## config.mk

```make
export PLATFORM = sky130hd
export DESIGN_NAME = wr_order_guard
export DESIGN_NICKNAME = d
export VERILOG_FILES = /design/src/rtl/wr_order_guard.sv
export SDC_FILE = /design/constraint.sdc
export NUM_CORES = 1
export LEC_CHECK = 0
export BUFFER_PORTS_ARGS = -buffer_cell sky130_fd_sc_hd__buf_2
export CORE_AREA = 2 2 155 127
export CTS_BUF_LIST = sky130_fd_sc_hd__clkbuf_2 sky130_fd_sc_hd__clkbuf_4 sky130_fd_sc_hd__clkbuf_8
export CTS_CLUSTER_SIZE = 10
export DETAILED_ROUTE_END_ITERATION = 6
export DIE_AREA = 0 0 157 129
export GPL_TIMING_DRIVEN = 0
export SLEW_MARGIN = 0
export SYNTH_ARGS = -nofsm -noshare
export SYNTH_HDL_FRONTEND = slang
export SYNTH_SLANG_ARGS = --single-unit
```

## constraint.sdc

```tcl
create_clock -name clk -period 4.01 [get_ports clk]
set_input_delay 0.802 -clock clk [delete_from_list [all_inputs] [get_ports clk]]
set_output_delay 0.802 -clock clk [all_outputs]
set_load 0.05 [all_outputs]
```

## src/rtl/wr_order_guard.sv

```systemverilog
module wr_order_guard #(
  parameter int AW = 22,
  parameter int TAGW = 4,
  parameter int WIN = 3,
  parameter logic [AW-1:0] PROT_LO = 22'h004000,
  parameter logic [AW-1:0] PROT_HI = 22'h005FFF
) (
  input  logic            clk,
  input  logic            rst_n,
  input  logic            rd_valid,
  input  logic [AW-1:0]   rd_addr,
  input  logic [TAGW-1:0] rd_tag,
  input  logic            wr_valid,
  input  logic [AW-1:0]   wr_addr,
  input  logic [TAGW-1:0] wr_tag,
  input  logic            bus_done,
  output logic            rd_stall,
  output logic            wr_stall,
  output logic            bus_req,
  output logic            bus_we,
  output logic [AW-1:0]   bus_addr,
  output logic [TAGW-1:0] bus_tag
);
  localparam int CW = $clog2(WIN + 1);

  function automatic logic older(input logic [TAGW-1:0] w, input logic [TAGW-1:0] r);
    logic [TAGW-1:0] d;
    d = r - w;
    return (d != '0) && !d[TAGW-1];
  endfunction

  function automatic logic in_prot(input logic [AW-1:0] a);
    return (a >= PROT_LO) && (a <= PROT_HI);
  endfunction

  logic [AW-1:0]   ent_a [WIN];
  logic [TAGW-1:0] ent_t [WIN];
  logic [WIN-1:0]  ent_p;
  logic [WIN-1:0]  hit;
  logic [CW-1:0]   cnt;

  logic rd_prot, wr_prot, full, pop, push;
  logic cur_blk, rd_blk, rd_go, wr_go, wr_after_rd;

  assign rd_prot = in_prot(rd_addr);
  assign wr_prot = in_prot(wr_addr);
  assign full    = (cnt == CW'(WIN));
  assign pop     = bus_done && (cnt != '0);

  for (genvar g = 0; g < WIN; g++) begin : g_cmp
    assign hit[g] = (CW'(g) < cnt) && older(ent_t[g], rd_tag) &&
                    ((ent_a[g] == rd_addr) || (ent_p[g] && rd_prot));
  end

  assign cur_blk = wr_valid && older(wr_tag, rd_tag) &&
                   ((wr_addr == rd_addr) || (wr_prot && rd_prot));
  assign rd_blk  = rd_valid && ((|hit) || cur_blk);
  assign rd_go   = rd_valid && !rd_blk;

  assign wr_after_rd = rd_blk && older(rd_tag, wr_tag) && (rd_addr == wr_addr);
  assign wr_go   = wr_valid && !full && !rd_go && !wr_after_rd;
  assign push    = wr_go;

  assign rd_stall = rd_valid && !rd_go;
  assign wr_stall = wr_valid && !wr_go;
  assign bus_req  = rd_go || wr_go;
  assign bus_we   = wr_go;
  assign bus_addr = wr_go ? wr_addr : (rd_go ? rd_addr : '0);
  assign bus_tag  = wr_go ? wr_tag  : (rd_go ? rd_tag  : '0);

  logic [CW-1:0] wpos;
  assign wpos = cnt - CW'(pop);

  always_ff @(posedge clk) begin
    if (!rst_n) begin
      cnt   <= '0;
      ent_p <= '0;
      for (int i = 0; i < WIN; i++) begin
        ent_a[i] <= '0;
        ent_t[i] <= '0;
      end
    end else begin
      if (pop) begin
        for (int i = 0; i < WIN - 1; i++) begin
          ent_a[i] <= ent_a[i+1];
          ent_t[i] <= ent_t[i+1];
          ent_p[i] <= ent_p[i+1];
        end
        ent_p[WIN-1] <= 1'b0;
      end
      if (push) begin
        for (int i = 0; i < WIN; i++) begin
          if (CW'(i) == wpos) begin
            ent_a[i] <= wr_addr;
            ent_t[i] <= wr_tag;
            ent_p[i] <= wr_prot;
          end
        end
      end
      cnt <= cnt + CW'(push) - CW'(pop);
    end
  end
endmodule

```

==> run_summary.xml <==
<?xml version="1.0" encoding="UTF-8"?>
<metrics>
  <group name="run_status">
    <metric name="status" unit="">complete, but fails checks</metric>
    <metric name="violated_checks" unit="">design-rule violations, negative setup slack</metric>
  </group>
  <group name="layout">
    <metric name="antennaDiodeCount" unit="">0</metric>
    <metric name="finish.cell_count_without_fillers" unit="">1192</metric>
    <metric name="final_net_count" unit="">1007</metric>
    <metric name="drive_gt1_frac" unit="">0.304</metric>
    <metric name="final_core_util" unit="">0.550</metric>
    <metric name="area_growth" unit="%">35.9</metric>
  </group>
  <group name="grt">
    <metric name="grt_antenna_before_repair" unit="">0</metric>
    <metric name="grt_start_max_net_pins" unit="">27</metric>
    <metric name="globalRouteOverflowTotal" unit="">0</metric>
    <metric name="grt_pass1_wl" unit="um">46800</metric>
    <metric name="first_global_vias" unit="">7475</metric>
    <metric name="overall_global_routing_usage" unit="">0.316</metric>
  </group>
  <group name="worst_setup_path">
    <metric name="critical_path_required" unit="ns">3.21</metric>
    <metric name="rr_worst_depth" unit="">11</metric>
    <metric name="worstReg2RegStart" unit="">cnt[1]</metric>
    <metric name="setup_slack_on_the_worst_flop_to_flop_path" unit="ns">-0.09</metric>
    <metric name="critical_path_arrival" unit="ns">3.39</metric>
    <metric name="critPathKind" unit="">primary input to output port</metric>
    <metric name="cp_max_fo" unit="">5</metric>
    <metric name="worst_setup_ep_type" unit="">output port</metric>
    <metric name="critPathLaunchType" unit="">primary input</metric>
    <metric name="critical_path.reg2reg.endpoint" unit="">ent_a[0][37]</metric>
  </group>
  <group name="placed_design">
    <metric name="buffer_ports.inserted" unit="">63</metric>
    <metric name="dpl.cell_count" unit="">1141</metric>
    <metric name="pre_cts_ws" unit="ns">-1.15</metric>
    <metric name="globalplace.congestion" unit="">0.989</metric>
    <metric name="dpl.hpwl" unit="um">23100</metric>
  </group>
  <group name="synth">
    <metric name="synth_enable_flop_cells" unit="">78</metric>
    <metric name="async_reset_ff_frac" unit="">0</metric>
    <metric name="number_of_instances_in_the_synthesized_netlist" unit="">820</metric>
    <metric name="synth_fp_nets" unit="">898</metric>
    <metric name="syn_area_per_cell" unit="um^2">9.20</metric>
    <metric name="yosysUniqueCellTypes" unit="">51</metric>
    <metric name="synth-seq-area-share" unit="">0.324</metric>
    <metric name="synth.ff_latch_count" unit="">83</metric>
    <metric name="yosys_most_used_dff" unit="">sky130_fd_sc_hd__edfxtp_1</metric>
    <metric name="synthesis.area" unit="um^2">7540</metric>
    <metric name="yosysWarningCount" unit="">0</metric>
  </group>
  <group name="sta">
    <metric name="final_critical_path_setup_slack" unit="ns">-0.186</metric>
    <metric name="hold_viol_final" unit="">0</metric>
    <metric name="setup-violations-final" unit="">29</metric>
    <metric name="max_slew.worst_pin.slew" unit="ns">1.24</metric>
    <metric name="worst_hold_slack" unit="ns">0.550</metric>
    <metric name="setup_repair_after_global_routing_missed_its_margin" unit="">true</metric>
    <metric name="maxSlewHeadroom" unit="">0.174</metric>
    <metric name="worst_clock_skew" unit="ns">0.0177</metric>
    <metric name="ratio_of_final_minimum_period_to_clock_period" unit="">1.05</metric>
    <metric name="maxClockFrequency" unit="MHz">238</metric>
    <metric name="maxSlewViolCount" unit="">0</metric>
    <metric name="layout_min_cycle_time" unit="ns">4.20</metric>
  </group>
  <group name="die">
    <metric name="top_level_ports" unit="">87</metric>
    <metric name="chipWidth" unit="um">157</metric>
    <metric name="core_area" unit="um^2">18600</metric>
    <metric name="die-height" unit="um">129</metric>
    <metric name="num_rows" unit="">45</metric>
    <metric name="dieArea" unit="um^2">20300</metric>
    <metric name="initial_utilization" unit="">0.405</metric>
  </group>
  <group name="power_and_ir_drop">
    <metric name="peakVddDrop" unit="mV">0.215</metric>
    <metric name="static-leakage-power" unit="nW">3.57</metric>
    <metric name="power_density" unit="nW/um^2">405</metric>
    <metric name="total_power" unit="mW">4.15</metric>
  </group>
  <group name="routing">
    <metric name="drtIter0Drc" unit="">1144</metric>
    <metric name="firstDrtPassIters" unit="">7</metric>
    <metric name="drt-wirelength-per-cell" unit="um">26.5</metric>
    <metric name="antenna_violating_nets_post_route" unit="">0</metric>
    <metric name="detail_route.drc_violations" unit="">2</metric>
    <metric name="via_count" unit="">7948</metric>
    <metric name="vias_per_cell" unit="">6.67</metric>
    <metric name="totalWireLength" unit="um">31600</metric>
  </group>
  <group name="flow_run">
    <metric name="maxCapViolations" unit="">0</metric>
  </group>
  <group name="hold_path">
    <metric name="timing.hold.worst.start" unit="">ent_p[2]</metric>
    <metric name="worstHoldEndpoint" unit="">ent_p[2]</metric>
    <metric name="hp-class" unit="">flop to flop</metric>
    <metric name="worst_hold_path.num_cells" unit="">2</metric>
  </group>
  <group name="clocking">
    <metric name="cts_tree" unit="">yes</metric>
    <metric name="clkSlewWorstSetupHoldPaths" unit="ns">0.09</metric>
    <metric name="htree_levels" unit="">3</metric>
    <metric name="cts.hold.buffers_added" unit="">0</metric>
    <metric name="cts_max_path_buffers" unit="">2</metric>
    <metric name="cts_inserted_buffers" unit="">9</metric>
    <metric name="cts_sinks" unit="">83</metric>
    <metric name="clk_latency" unit="ns">0.40</metric>
    <metric name="root_buffer" unit="">sky130_fd_sc_hd__clkbuf_8</metric>
  </group>
</metrics>
-- layout make-up --
cell class                      count  area (um^2)
Inverter                           68          268
Multi-Input combinational cell    563         5410
Timing Repair Buffer              100          936
Clock buffer                        9          124
Sequential cell                    83         2440
Buffer                            104          673
Clock inverter                      7         66.3
Fill cell                        1639         8390
Tap cell                          258          323
-- metal layers --
| metal | global-route usage | share of wire | wire length, um |
|---|---|---|---|
| met1 | 0.445 | 0.41 | 12900 |
| met4 | 0.111 | 0.036 | 1150 |
| met5 | 0 | 0 | 0 |
| met2 | 0.440 | 0.41 | 12900 |
| met3 | 0.118 | 0.15 | 4610 |
-- synthesized netlist by cell type, drive strengths merged, types with 2 or more instances --
| library cell | n | area (um^2) |
|---|---|---|
| nand3 | 30 | 150 |
| a21oi | 5 | 25.0 |
| xnor2 | 31 | 272 |
| clkbuf | 80 | 300 |
| nor4b | 3 | 26.3 |
| dfxtp | 5 | 100 |
| nand4 | 17 | 106 |
| nor2 | 14 | 52.6 |
| nand2b | 3 | 18.8 |
| edfxtp | 78 | 2340 |
| and2 | 5 | 31.3 |
| a31oi | 81 | 507 |
| or3 | 6 | 37.5 |
| o31ai | 29 | 218 |
| inv | 68 | 255 |
| nor3b | 6 | 45.0 |
| nor4 | 14 | 100 |
| mux2i | 4 | 40.0 |
| fa | 4 | 80.1 |
| a221oi | 52 | 455 |
| a21o | 3 | 22.5 |
| nor3 | 3 | 15.0 |
| o211ai | 29 | 218 |
| o31a | 25 | 219 |
| o21ai | 9 | 45.0 |
| xor2 | 71 | 622 |
| ha | 17 | 213 |
| nand2 | 12 | 45.0 |
| o41ai | 3 | 26.3 |
| and3 | 2 | 12.5 |
| a211oi | 29 | 318 |
| buf | 26 | 144 |
| mux2 | 2 | 22.5 |
| or4 | 10 | 75.1 |
| o2111ai | 29 | 254 |
| and3b | 6 | 52.6 |
-- cells in the final DEF, fill, tap and decap left out, drive strengths merged, types with 9 or more instances in the layout --
cell and count:
nand2 12, buf 124, xnor2 31, edfxtp 78, ha 17, inv 68
o21ai 9, nand4 17, o31ai 29, or4 10, clkbuf 89, nor4 14
a221oi 52, o211ai 29, o2111ai 29, nand3 30, o31a 25, xor2 71
a211oi 29, nor2 14, a31oi 81
-- per-stage QoR --
| stage | setup TNS (ns) | instance area (um^2) |
|---|---|---|
| finish | -4.33 | 10200 |
| global route | -6.66 | 10200 |
| CTS | -2.64 | 10100 |
| detailed placement | -129.82 | 8520 |
| global placement | -125.11 | 8520 |
| floorplan | -0.606 | 7890 |
-- worst max-delay path by stage --
stage                   start           end  slack [ns]
global placement    rd_tag[0]  ent_a[0][29]       -1.13
finish              rd_tag[2]  bus_addr[17]       -0.19
detailed placement  rd_tag[0]  ent_a[0][30]       -1.15
floorplan           rd_tag[2]  ent_a[0][22]       -0.02
CTS                 rd_tag[0]  bus_addr[17]       -0.15
global route        rd_tag[0]  bus_addr[18]       -0.27
-- registers in the layout, indices dropped and copies added (netlist names) --
| name | cells |
|---|---|
| ent_a | 66 |
| ent_t | 12 |
| ent_p | 3 |
| cnt | 2 |
-- critical path, stage by stage --
cell and delay (ns):
sky130_fd_sc_hd__buf_12 0.12, sky130_fd_sc_hd__ha_4 0.24, sky130_fd_sc_hd__a21o_1 0.19, sky130_fd_sc_hd__or3_4 0.39, sky130_fd_sc_hd__a211oi_4 0.31, sky130_fd_sc_hd__o211ai_1 0.20, sky130_fd_sc_hd__buf_4 0.18, sky130_fd_sc_hd__o2111ai_4 0.12
sky130_fd_sc_hd__nor2_4 0.08, sky130_fd_sc_hd__buf_6 0.17, sky130_fd_sc_hd__clkbuf_16 0.17, sky130_fd_sc_hd__o31ai_4 0.20, sky130_fd_sc_hd__buf_6 0.19
-- what timing repair did --
action	4_1_cts	5_1_grt
setup buffers	29	4
pin swaps	23	16
setup endpoints to repair	140	100
gates resized for setup	230	44
gates cloned	5	0
-- kinds of logic (layout without fill, tap and decap cells) --
group	count (synthesis)	after routing	share of synthesized area
AO/OA/AOI/OAI	300	300	0.313
XOR/XNOR	102	102	0.118
adder cells (fa/ha/maj)	21	21	0.0388
buffers and inverters	174	288	0.0927
flip-flops	83	83	0.324
multiplexers	6	6	0.00830
AND/OR/NAND/NOR	134	134	0.105
-- power breakdown --
group | switching, mW | total (mW) | internal (mW)
combinational | 1.37 | 2.13 | 0.760
sequential | 0.169 | 1.39 | 1.22
clock | 0.349 | 0.635 | 0.286
(Power assumes the default switching activity.)
